<file path="src/rtl/pcs_pkg.sv">
package pcs_pkg;

   typedef enum logic [2:0] {
      XF_NONE = 3'd0,
      XF_JUMP = 3'd1,
      XF_CALL = 3'd2,
      XF_RET  = 3'd3,
      XF_SKIP = 3'd4
   } xfer_e;

   typedef enum logic [1:0] {
      AM_ABS = 2'd0,
      AM_REL = 2'd1,
      AM_REG = 2'd2
   } amode_e;

endpackage

</file>
<file path="src/rtl/pcs_target_gen.sv">
// Forms the transfer destination for jump and call from the addressing mode.
module pcs_target_gen #(
   parameter int ADDR_W   = 32,
   parameter bit INDEX_EN = 1'b1
) (
   input  pcs_pkg::amode_e    mode_i,
   input  logic [ADDR_W-1:0]  pc_i,
   input  logic [ADDR_W-1:0]  operand_i,
   input  logic [ADDR_W-1:0]  base_i,
   input  logic [ADDR_W-1:0]  index_i,
   output logic [ADDR_W-1:0]  target_o
);
   import pcs_pkg::*;

   logic [ADDR_W-1:0] reg_tgt;

   generate
      if (INDEX_EN) begin : g_indexed
         assign reg_tgt = base_i + index_i;
      end else begin : g_plain
         logic [ADDR_W-1:0] unused_idx;
         assign unused_idx = index_i;
         assign reg_tgt    = base_i;
      end
   endgenerate

   always_comb begin
      unique case (mode_i)
         AM_REL:  target_o = pc_i + operand_i;  // wraps: two's-complement displacement
         AM_REG:  target_o = reg_tgt;
         default: target_o = operand_i;         // absolute and reserved code
      endcase
   end

endmodule

</file>
<file path="src/rtl/pcs_ret_stack.sv">
// LIFO of return addresses built from per-entry registers.
module pcs_ret_stack #(
   parameter int ADDR_W = 32,
   parameter int DEPTH  = 8
) (
   input  logic               clk,
   input  logic               rst_n,
   input  logic               push_i,
   input  logic               pop_i,
   input  logic [ADDR_W-1:0]  push_data_i,
   output logic [ADDR_W-1:0]  top_o,
   output logic               full_o,
   output logic               empty_o
);
   localparam int CNT_W = $clog2(DEPTH + 1);
   localparam int PTR_W = $clog2(DEPTH);

   logic [CNT_W-1:0]  cnt_q;
   logic [PTR_W-1:0]  wr_ptr;
   logic [PTR_W-1:0]  rd_ptr;
   logic [ADDR_W-1:0] ent_q [DEPTH];
   logic              do_push;
   logic              do_pop;

   assign full_o  = (cnt_q == CNT_W'(DEPTH));
   assign empty_o = (cnt_q == '0);
   assign do_push = push_i && !full_o;
   assign do_pop  = pop_i && !empty_o;
   assign wr_ptr  = PTR_W'(cnt_q);
   assign rd_ptr  = PTR_W'(cnt_q - CNT_W'(1));
   assign top_o   = ent_q[rd_ptr];

   generate
      for (genvar i = 0; i < DEPTH; i++) begin : g_ent
         always_ff @(posedge clk) begin
            if (!rst_n)
               ent_q[i] <= '0;
            else if (do_push && (wr_ptr == PTR_W'(i)))
               ent_q[i] <= push_data_i;
         end
      end
   endgenerate

   always_ff @(posedge clk) begin
      if (!rst_n)
         cnt_q <= '0;
      else if (do_push)
         cnt_q <= cnt_q + CNT_W'(1);
      else if (do_pop)
         cnt_q <= cnt_q - CNT_W'(1);
   end

endmodule

</file>
<file path="src/rtl/pcs_next_pc.sv">
// Chooses the next fetch address and the stack operation for one request.
module pcs_next_pc #(
   parameter int ADDR_W     = 32,
   parameter int INSN_BYTES = 4
) (
   input  pcs_pkg::xfer_e     xfer_i,
   input  logic               cond_req_i,
   input  logic               cond_met_i,
   input  logic [ADDR_W-1:0]  pc_i,
   input  logic [ADDR_W-1:0]  target_i,
   input  logic [ADDR_W-1:0]  stack_top_i,
   input  logic               stack_full_i,
   input  logic               stack_empty_i,
   output logic [ADDR_W-1:0]  next_pc_o,
   output logic [ADDR_W-1:0]  ret_addr_o,
   output logic               push_o,
   output logic               pop_o,
   output logic               err_o,
   output logic               nonseq_o
);
   import pcs_pkg::*;

   localparam logic [ADDR_W-1:0] STEP  = ADDR_W'(INSN_BYTES);
   localparam logic [ADDR_W-1:0] STEP2 = ADDR_W'(2 * INSN_BYTES);

   logic              taken;
   logic [ADDR_W-1:0] seq_pc;

   assign seq_pc     = pc_i + STEP;
   assign ret_addr_o = seq_pc;
   assign taken      = (xfer_i != XF_NONE) && (!cond_req_i || cond_met_i);

   always_comb begin
      next_pc_o = seq_pc;
      push_o    = 1'b0;
      pop_o     = 1'b0;
      err_o     = 1'b0;
      if (taken) begin
         unique case (xfer_i)
            XF_JUMP: next_pc_o = target_i;
            XF_CALL: begin
               if (stack_full_i) begin
                  err_o = 1'b1;
               end else begin
                  push_o    = 1'b1;
                  next_pc_o = target_i;
               end
            end
            XF_RET: begin
               if (stack_empty_i) begin
                  err_o = 1'b1;
               end else begin
                  pop_o     = 1'b1;
                  next_pc_o = stack_top_i;
               end
            end
            XF_SKIP: next_pc_o = pc_i + STEP2;
            default: next_pc_o = seq_pc;
         endcase
      end
   end

   assign nonseq_o = (next_pc_o != seq_pc);

endmodule

</file>
<file path="src/rtl/pc_sequencer.sv">
module pc_sequencer #(
   parameter int                ADDR_W      = 32,
   parameter int                STACK_DEPTH = 8,
   parameter int                INSN_BYTES  = 4,
   parameter logic [ADDR_W-1:0] RESET_VEC   = 32'h0000_0100,
   parameter bit                INDEX_EN    = 1'b1
) (
   input  logic              clk,
   input  logic              rst_n,
   input  logic              adv_i,
   input  logic [2:0]        xfer_i,
   input  logic [1:0]        mode_i,
   input  logic              cond_req_i,
   input  logic              cond_met_i,
   input  logic [ADDR_W-1:0] operand_i,
   input  logic [ADDR_W-1:0] base_i,
   input  logic [ADDR_W-1:0] index_i,
   output logic [ADDR_W-1:0] pc_o,
   output logic              stack_err_o,
   output logic              redirect_o
);
   import pcs_pkg::*;

   generate
      if (ADDR_W < 8) begin : g_bad_width
         $error("pc_sequencer: ADDR_W must be at least 8");
      end
      if (STACK_DEPTH < 2) begin : g_bad_depth
         $error("pc_sequencer: STACK_DEPTH must be at least 2");
      end
      if (INSN_BYTES < 1) begin : g_bad_step
         $error("pc_sequencer: INSN_BYTES must be positive");
      end
   endgenerate

   logic [ADDR_W-1:0] pc_q;
   logic              err_q;
   logic              redir_q;
   logic [ADDR_W-1:0] target;
   logic [ADDR_W-1:0] next_pc;
   logic [ADDR_W-1:0] ret_addr;
   logic [ADDR_W-1:0] stk_top;
   logic              stk_full;
   logic              stk_empty;
   logic              push_req;
   logic              pop_req;
   logic              err_req;
   logic              nonseq;

   pcs_target_gen #(
      .ADDR_W   (ADDR_W),
      .INDEX_EN (INDEX_EN)
   ) u_tgt (
      .mode_i    (amode_e'(mode_i)),
      .pc_i      (pc_q),
      .operand_i (operand_i),
      .base_i    (base_i),
      .index_i   (index_i),
      .target_o  (target)
   );

   pcs_next_pc #(
      .ADDR_W     (ADDR_W),
      .INSN_BYTES (INSN_BYTES)
   ) u_sel (
      .xfer_i        (xfer_e'(xfer_i)),
      .cond_req_i    (cond_req_i),
      .cond_met_i    (cond_met_i),
      .pc_i          (pc_q),
      .target_i      (target),
      .stack_top_i   (stk_top),
      .stack_full_i  (stk_full),
      .stack_empty_i (stk_empty),
      .next_pc_o     (next_pc),
      .ret_addr_o    (ret_addr),
      .push_o        (push_req),
      .pop_o         (pop_req),
      .err_o         (err_req),
      .nonseq_o      (nonseq)
   );

   pcs_ret_stack #(
      .ADDR_W (ADDR_W),
      .DEPTH  (STACK_DEPTH)
   ) u_stk (
      .clk         (clk),
      .rst_n       (rst_n),
      .push_i      (push_req && adv_i),
      .pop_i       (pop_req && adv_i),
      .push_data_i (ret_addr),
      .top_o       (stk_top),
      .full_o      (stk_full),
      .empty_o     (stk_empty)
   );

   always_ff @(posedge clk) begin
      if (!rst_n) begin
         pc_q    <= RESET_VEC;
         err_q   <= 1'b0;
         redir_q <= 1'b0;
      end else if (adv_i) begin
         pc_q    <= next_pc;
         err_q   <= err_q | err_req;
         redir_q <= nonseq;
      end else begin
         redir_q <= 1'b0;
      end
   end

   assign pc_o        = pc_q;
   assign stack_err_o = err_q;
   assign redirect_o  = redir_q;

endmodule

</file>
<file path="config.mk">
export PLATFORM = sky130hd
export DESIGN_NAME = pc_sequencer
export DESIGN_NICKNAME = d
export VERILOG_FILES = /design/src/rtl/pcs_pkg.sv /design/src/rtl/pcs_target_gen.sv /design/src/rtl/pcs_ret_stack.sv /design/src/rtl/pcs_next_pc.sv /design/src/rtl/pc_sequencer.sv
export SDC_FILE = /design/constraint.sdc
export NUM_CORES = 1
export LEC_CHECK = 0
export BUFFER_PORTS_ARGS = -buffer_cell sky130_fd_sc_hd__buf_2
export CAP_MARGIN = 10
export CORE_MARGIN = 10
export CORE_UTILIZATION = 62
export CTS_CLUSTER_DIAMETER = 120
export DETAILED_ROUTE_END_ITERATION = 12
export HOLD_SLACK_MARGIN = 0.1
export PLACE_DENSITY_LB_ADDON = 0.1
export SLEW_MARGIN = 10
export SYNTH_ARGS = -nofsm -noshare
export SYNTH_HDL_FRONTEND = slang
export SYNTH_SLANG_ARGS = --single-unit
</file>
<file path="constraint.sdc">
create_clock -name clk -period 5.4 [get_ports clk]
set_input_delay 1.08 -clock clk [delete_from_list [all_inputs] [get_ports clk]]
set_output_delay 1.08 -clock clk [all_outputs]
set_load 0.05 [all_outputs]
</file>
* Word level (Yosys, flattened, before mapping) *
Memories as Yosys holds them, arrays and structs flattened.
Index checks and enable logic that the tools add are counted.

word-level totals
  logic and storage cells = 107
  bits in writable memories = 256
  bits of input ports = 106
  memories kept = 1
  flip-flop bits (word level) = 38
  output and inout port bits = 34

operators by class
  equal/unequal tests = 15
  $add $sub $neg = 6
  bitwise logic cells = 9
  mux-type cells = 50
  reduce and logical (&&, ||, !) cells = 22

memory list
  memory       depth  width  rd ports  clocked after memory_dff  wr ports  line                 text
  u_stk.ent_q  8      32     1         0                         8         pcs_ret_stack.sv:21  logic [ADDR_W-1:0] ent_q [DEPTH];

operators with widths
  cell                                                                number
  32-bit two-way mux                                                  11
  32-bit one-hot mux with 4 select lines                              1
  32-bit adder                                                        2
  32-bit one-hot mux with 2 select lines                              1
  1-bit two-way mux                                                   34
  32-bit by 3-bit adder with 32-bit output, second input constant     1
  32-bit by 4-bit adder with 32-bit output, second input constant     1
  32-bit != test                                                      1
  3-bit == test, second input constant                                5
  1-bit logical AND                                                   13
  3-bit by 2-bit == test with 1-bit output, second input constant     4
  1-bit OR                                                            9
  4-bit two-way mux                                                   2
  3-bit by 1-bit == test with 1-bit output, second input constant     2
  4-bit by 1-bit adder with 4-bit output, second input constant       1
  4-bit == test, second input constant                                1
  4-bit zero test                                                     1
  4-bit by 1-bit subtractor with 4-bit output, second input constant  1
  1-bit zero test                                                     3
  3-bit zero test                                                     1
  3-bit nonzero test                                                  1
  2-bit by 1-bit == test with 1-bit output, second input constant     1
  2-bit == test, second input constant                                1
  1-bit one-hot mux with 2 select lines                               1
  other kinds (3)                                                     3

* Depth between registers and ports, before layout *
Gate-level depths: netlist of the first run.

  word-level depth = 11
  mapped depth = 21
  mapped depth without buffers = 15

* By module *
From an unflattened synthesis of the first run, not the netlist that was laid out.

unflattened totals
  cell total of the unflattened synthesis = 1852
  area total of the unflattened synthesis = 20007.9 um2

modules (own cells, without submodules)
  module          cells each  times used  sequential area each (um2)  area each (um2)
  pcs_ret_stack   734         1           7767.4                      12072.8
  pcs_target_gen  581         1           0.0                         3913.8
  pcs_next_pc     427         1           0.0                         2710.1
  pc_sequencer    110         1           680.7                       1311.3

* Least setup slack after synthesis of the first run *
OpenSTA, ideal clock, no wires.

  kind = input to register
  start point = input port operand_i[0]
  end point = register redir_q, in the netlist redirect_o
  arrival = 3.974 ns
  setup slack = 1.301 ns
  data required time = 5.275 ns
  stages on the path = 15
  setup time = 0.125 ns
  buffers on the path = 0
  cells stage by stage = ha_1 > inv_1 > fa_1 > nor2b_4 > o31a_1 > o211ai_2 > a21o_4 > a2111oi_4 > or4_2 > a31oi_4 > o2bb2ai_2 > a2111oi_2 > nand4_1 > nor4b_2 > a21oi_1

on the way
  longest elaborated chain between the ends = 6

ends and longest elaborated chain
  what                                      line                  text
  start, declared                           pc_sequencer.sv:15    input logic [ADDR_W-1:0] operand_i,
  32-bit adder                              pcs_target_gen.sv:29  AM_REL: target_o = pc_i + operand_i;
  32-bit one-hot mux with 2 select lines *  pcs_target_gen.sv:28  unique case (mode_i)
  32-bit two-way mux                        pcs_next_pc.sv:42     if (stack_full_i) begin
  32-bit one-hot mux with 4 select lines *  pcs_next_pc.sv:39     unique case (xfer_i)
  32-bit two-way mux *                      pcs_next_pc.sv:38     if (taken) begin
  32-bit != test *                          pcs_next_pc.sv:63     assign nonseq_o = (next_pc_o != seq_pc);
  end signal, assigned                      pc_sequencer.sv:104   redir_q <= nonseq;
  end, declared                             pc_sequencer.sv:38    logic redir_q;

Every way passes the cells marked *; elsewhere a longest branch is shown, timed or not.
A chain may end at the register's enable or synchronous reset.

* Final worst setup path of the first run *
  start point = register u_stk.cnt_q[0]
  end point = register redir_q, in the netlist redirect_o

on the way
  longest elaborated chain between the ends = 6
  elaborated cells between the ends (all ways) = 9

ends and longest elaborated chain
  what                                         line                 text
  start, declared                              pcs_ret_stack.sv:18  logic [CNT_W-1:0] cnt_q;
  start signal, assigned                       pcs_ret_stack.sv:48  cnt_q <= cnt_q + CNT_W'(1);
  start signal, assigned                       pcs_ret_stack.sv:50  cnt_q <= cnt_q - CNT_W'(1);
  4-bit by 1-bit subtractor with 4-bit output  pcs_ret_stack.sv:30  assign rd_ptr = PTR_W'(cnt_q - CNT_W'(1));
  memory 8 x 32 bit                            -
  32-bit two-way mux                           pcs_next_pc.sv:50    if (stack_empty_i) begin
  32-bit one-hot mux with 4 select lines *     pcs_next_pc.sv:39
  32-bit two-way mux *                         pcs_next_pc.sv:38
  32-bit != test *                             pcs_next_pc.sv:63

Marked as above.

==> out/qor.yml, run 1 <==
cts:
  htreeDepth: 1
  root_buffer: "clkbuf_16"
  cts_sinks: 294
  cts_resized: 0
  cts_tree: "built"
  path_clk_slew_ps: 70
  insertion_delay_ps: 550
  post-cts-setup-buffer-count: 0
  ctsHoldBuffers: 0
  numCtsBuffers: 27
  clockBufferDepth: 3
sta:
  worstMarginPinSlew_ps: 1255
  period_needed_ps: 4685
  fin_tns_setup_ps: 0
  max_freq_ghz: 0.2134
  timing.final.crit_share_pct: 86.77
  slew_headroom_pct: 15.72
  slew_violations: 0
  finClkSkew_ps: 15.98
  setup-violations-final: 0
  whs_ps: 465.0
  rsz0062_at_grt: "no"
  hold_viol: 0
floorplan:
  die_area_mm2: 0.04028
  dieWidth_um: 200.7
  fp-row-count: 66
  dieHeight_um: 200.7
  pin_count: 140
  start_util_pct: 62.53
  coreArea_mm2: 0.03237
drt:
  drc: 0
  dr.pass1.iters: 5
  drt_iter0_markers: 1990
  drt-wirelength-per-cell_um: 25.83
  ant_nets: 0
  routed_wl_um: 67280
  dr_total_vias: 17962
  vias_per_cell: 6.895
global_routing:
  grt_max_degree: 65
  track_usage_pct: 32.21
  grt_first_pass_wirelength_um: 102000
  grt_pass1_vias: 17363
  gr-total-overflow: 0
  antenna_found_initial: 1
synth:
  syn_avg_cell_area_um2: 9.788
  syn-cell-area_mm2: 0.02024
  yosys_warnings: 0
  synth_top_area_share_pct: 37.98
  yosysSeqAreaShare_pct: 41.74
  ys.flop_type: "edfxtp_1"
  synth_top_area_cell: "edfxtp_1"
  yosys-top-cells-count: "nor2_1, edfxtp_1, nand2_1"
  syn-num-nets: 2249
  yosysUniqueCellTypes: 118
  ys_ff_latch: 294
  synth-edff-count: 256
  synthArstFlopShare_pct: 0
  netlist_top_cells_area: "edfxtp_1, nor2_1, mux4_2, ha_1, dfxtp_1"
  yosysMostFrequentCell: "nor2_1"
  syn_inst: 2068
critical_path:
  cp-start-kind: "register"
  arrival_ps: 5110
  end_kind: "register"
  cpMostUsedCell: "a21oi_1"
  critPathKind: "reg2reg"
  critPathRequiredTime_ps: 5820
  worstPathCellList: "inv_1 > ha_2 > nor3b_1 > or2_2 > a21oi_1 > a31oi_1 > o211ai_1 > and3_1 > a211o_1 > a2111oi_0 > and4_1 > and4bb_1 > nor4b_2 > a21oi_1"
  cpMaxStageDelayCell: "or2_2"
  critPathMaxFanout: 21
  max_stage_delay_ps: 650
layout:
  final_net_count: 2324
  area_growth_pct: 8.876
  fillers: 2584
  layout-drive-gt1-share_pct: 16.19
placement:
  port_buffers: 139
  place.gp.congestion: 1.010
  hpwlAfterDp_um: 47460
pwr:
  power_leakage_nw: 8.081
  ir_worst_vdd_mv: 0.3450
  p_per_area_mw_per_mm2: 255.6
outcome:
  outcome: "complete, no violations"
job:
  maxCapViolCount: 0
hold_path:
  worstHoldPathType: "reg2reg"
[sequential cells by signal, summed over array words and instances, names as in the netlist]
register and count:
stack_err_o 1, u_stk.ent_q 256, pc_o 32, redirect_o 1, u_stk.cnt_q 4
[cell families after synthesis]
kind of cell,after synthesis,share of synthesized area (%)
AOI/OAI and AO/OA,505,17.29
buffers and inverters,193,4.605
adders and majority gates,75,4.710
and+or+nand+nor,831,19.34
muxes,88,8.734
xor gates and xnor gates,82,3.585
DFF,294,41.74
[area by class of cell]
class	count	area, um2	share of cell area, %
clock inverter	15	113.9	0.5166
multi-input combinational	1581	10880	49.39
clock buffer	33	698.2	3.168
antenna	1	2.502	0.01135
timing repair buffer	206	1211	5.496
tap	442	553.0	2.509
inverter	33	123.9	0.5621
sequential	294	8452	38.35
[cell usage in the layout (no fill, tap or decap), types with 18 or more instances in the layout]
cell	netlist	final
a211oi_1	21	21
a21o_1	18	18
a21oi_1	107	107
a31oi_1	24	24
and3_1	23	23
buf_2	30	139
buf_4	10	66
clkbuf_16	0	27
dfxtp_1	38	37
edfxtp_1	256	256
ha_1	73	72
inv_1	29	29
mux2i_1	21	21
mux4_1	22	22
mux4_2	42	42
nand2_1	166	163
nand2b_1	22	22
nand3_1	72	72
nand4_1	29	29
nor2_1	375	375
nor3_1	32	31
o211ai_1	18	18
o21ai_0	105	105
o22ai_1	19	19
xnor2_1	45	44
xor2_1	36	36
[power breakdown]
group	switching (W)	internal, W	total [W]
Sequential	0.0000728	0.00254	0.00262
Clock	0.000835	0.000972	0.00181
Combinational	0.000792	0.000417	0.00121
Total	0.00170	0.00393	0.00563
[critical path, delay by kind of cell, from the launching register on]
family / cells / cell delay, ps
compound gates: 6 / 1390
fa+ha+maj: 1 / 290
buf+inv: 1 / 250
flops: 1 / 470
simple gates: 6 / 2130
[layer usage]
layer,share of wire [%],wire length (um),global-route usage [%],vias up
met3,11,7197,5.099,181
met5,0,0,0,-
met1,38,25240,41.24,8651
li1,-,-,-,7948
met4,4.4,2930,14.12,0
met2,47,31910,53.26,1182
[stage by stage]
stage | utilization (%) | total power (W) | setup WS [ps] | cell area, um2 | cells
floorplan | - | 0.003463 | 1301 | 20240 | 2068
global placement | 65.54 | 0.003822 | 465.5 | 21220 | 2556
detailed placement | 65.54 | 0.003834 | 417.5 | 21220 | 2556
CTS | 68.05 | 0.005592 | 834.7 | 22030 | 2604
global route | 68.07 | 0.005812 | 528.0 | 22040 | 2604
finish | 68.08 | 0.005633 | 714.6 | 22040 | 2605
[worst paths after layout]
path / startpoint / end / slack [ps] / cells past startpoint
setup / recovery: u_stk.cnt_q[0] / redirect_o / 710 / 14
setup reg to reg: u_stk.cnt_q[0] / redirect_o / 710 / 14
hold reg to reg: stack_err_o / stack_err_o / 470 / 2
hold / removal: stack_err_o / stack_err_o / 470 / 2
Note: power is estimated with default switching activity, not from simulation.
==> run 2, diff against run 1 <==
Settings changed: CORE_ASPECT_RATIO set to 1.75.
==> run 2 against run 1 <==
Net effect: non-clock buffer count shrank 4; largest power group unchanged; register-to-register slack gained 60 ps; cell area decreased by 0.52%; hold slack gained 40 ps; clock skew grew 18 ps; highest routed layer is now met5; critical path type is now in2reg; critical path depth rose by 2; sequential power hardly changed; core utilization about the same.
==> out/qor.yml, run 2 (synthesis results as in run 1) <==
critical_path:
  cp-start-kind: "primary input"
  end_kind: "register"
  arrival_ps: 5180  # +70 ps
  critPathRequiredTime_ps: 5830  # about the same
  critPathMaxFanout: 5  # -76%
  critPathKind: "in2reg"
cts:
  cts_tree: "built"
  path_clk_slew_ps: 80  # about the same
  numCtsBuffers: 24  # -11%
  cts_resized: 0  # unchanged
  post-cts-setup-buffer-count: 0  # unchanged
  insertion_delay_ps: 560  # about the same
  ctsHoldBuffers: 0  # unchanged
  root_buffer: "clkbuf_16"
  cts_sinks: 294  # unchanged
  htreeDepth: 1  # unchanged
  clockBufferDepth: 3  # unchanged
global_routing:
  grt_pass1_vias: 18065  # +4.0%
  use_met1_pct: 35.80  # -5.4 points
  grt_util_met3_pct: 6.683  # +1.6 points
  grt_max_degree: 68  # +4.6%
  grtUsageMet2_pct: 59.10  # +5.8 points
  track_usage_pct: 34.32  # +2.1 points
  grt_first_pass_wirelength_um: 106000  # +4.0%
  antenna_found_initial: 2  # +1
  gr-total-overflow: 0  # unchanged
  grt-busiest-layer: "met2"
layout:
  layout_common_cells: "nor2_1, edfxtp_1, nand2_1, buf_2, a21oi_1"
  multi_input_area_mm2: 0.01089  # about the same
  register_area_mm2: 0.008452  # unchanged
  final_net_count: 2317  # -0.30%
  layout-drive-gt1-share_pct: 16.03  # -0.16 points
  fillers: 2565  # -0.74%
  area_growth_pct: 8.314
  regMostFlops: "u_stk.ent_q"
  final_common_cell: "nor2_1"
  largest_reg_flops: 256  # unchanged
  post-route-util_pct: 68.05  # about the same
placement:
  hpwlAfterDp_um: 50580  # +6.6%
  port_buffers: 139  # unchanged
  place.gp.congestion: 1.055  # +4.4%
drt:
  drt_iter0_markers: 1888  # -5.1%
  routed_wl_um: 70940  # +5.4%
  drc: 0  # unchanged
  ant_nets: 0  # unchanged
  dr.pass1.iters: 6  # +1
  dr_total_vias: 17924  # -0.21%
  vias_per_cell: 7.021  # +1.8%
  drt-wirelength-per-cell_um: 27.79  # +7.6%
floorplan:
  pin_count: 140  # unchanged
  coreArea_mm2: 0.03222  # -0.46%
  fp-row-count: 87  # +32%
  start_util_pct: 62.82  # +0.29 points
  dieHeight_um: 259.0  # +29%
  dieWidth_um: 156.6  # -22%
  die_area_mm2: 0.04056  # +0.70%
pwr:
  power_leakage_nw: 8.043  # -0.47%
  ir_worst_vdd_mv: 0.4241  # +23%
  p_per_area_mw_per_mm2: 254.9  # -0.27%
sta:
  hold_viol: 0  # unchanged
  setup-violations-final: 0  # unchanged
  slew_headroom_pct: 19.78  # +4.1 points
  worstMarginPinSlew_ps: 1195  # -60.53 ps
  rsz0062_at_grt: "no"
  slew_violations: 0  # unchanged
  fin_tns_setup_ps: 0  # unchanged
  finClkSkew_ps: 33.81  # +17.83 ps
  max_freq_ghz: 0.2108  # -1.2%
  timing.final.crit_share_pct: 87.85  # +1.1 points
  period_needed_ps: 4744  # +58.47 ps
outcome:
  outcome: "complete, no violations"
hold_path:
  worstHoldPathType: "reg2reg"
job:
  maxCapViolCount: 0  # unchanged
-- run 2: final cells by class --
cell class	instances	area share, %
inverters	33	0.5650
well taps	400	2.283
repair buffers	202	5.444
diodes	1	0.01141
clock inverters	14	0.6620
clock buffers	28	2.808
flip-flops and latches	294	38.55
multi-input cells	1581	49.68
-- run 2: worst paths after layout --
kind,start,endpoint,slack (ps),cells after the start
setup / recovery,base_i[0],redirect_o,660,16
hold / removal,stack_err_o,stack_err_o,510,2
setup reg to reg,pc_o[3],redirect_o,770,12
hold reg to reg,stack_err_o,stack_err_o,510,2
-- run 2: through the flow --
stage / std cells / hold slack, ps / instance area [um2] / setup slack [ps] / power (W)
after global placement: 2510 / 450.3 / 21150 / 287.2 / 0.003829
after detailed placement: 2510 / 483.5 / 21150 / 206.1 / 0.003847
after floorplan: 2068 / 521.9 / 20240 / 1301 / 0.003463
after CTS: 2552 / 498.6 / 21910 / 770.4 / 0.005552
final: 2553 / 505.4 / 21920 / 656.1 / 0.005588
after global routing: 2552 / 511.4 / 21920 / 453.5 / 0.005752
-- run 2: where the power goes --
| group | total (W) | switching, W | internal [W] |
|---|---|---|---|
| combinational | 0.00123 | 0.000813 | 0.000415 |
| clock | 0.00174 | 0.000819 | 0.000925 |
| sequential | 0.00262 | 0.0000728 | 0.00254 |
| total | 0.00559 | 0.00171 | 0.00388 |
-- run 2: critical path, stage by stage --
cell	delay, ps
buf_2	80
ha_1	150
inv_1	60
fa_1	400
nor2b_1	180
o2111ai_1	430
a21oi_1	550
o21ai_1	130
mux2i_1	190
a221oi_2	390
nor2b_1	80
a2111oi_0	480
nor4bb_1	310
and4bb_1	280
nor4b_2	280
a21oi_1	100
-- run 2: per-layer routing --
layer | wire length, um | vias up | share of wire [%]
met1 | 22840 | 8465 | 32
met3 | 6527 | 338 | 9.2
met2 | 35390 | 1192 | 50
li1 | - | 7927 | -
met5 | 18 | - | 0.025
met4 | 6159 | 2 | 8.7
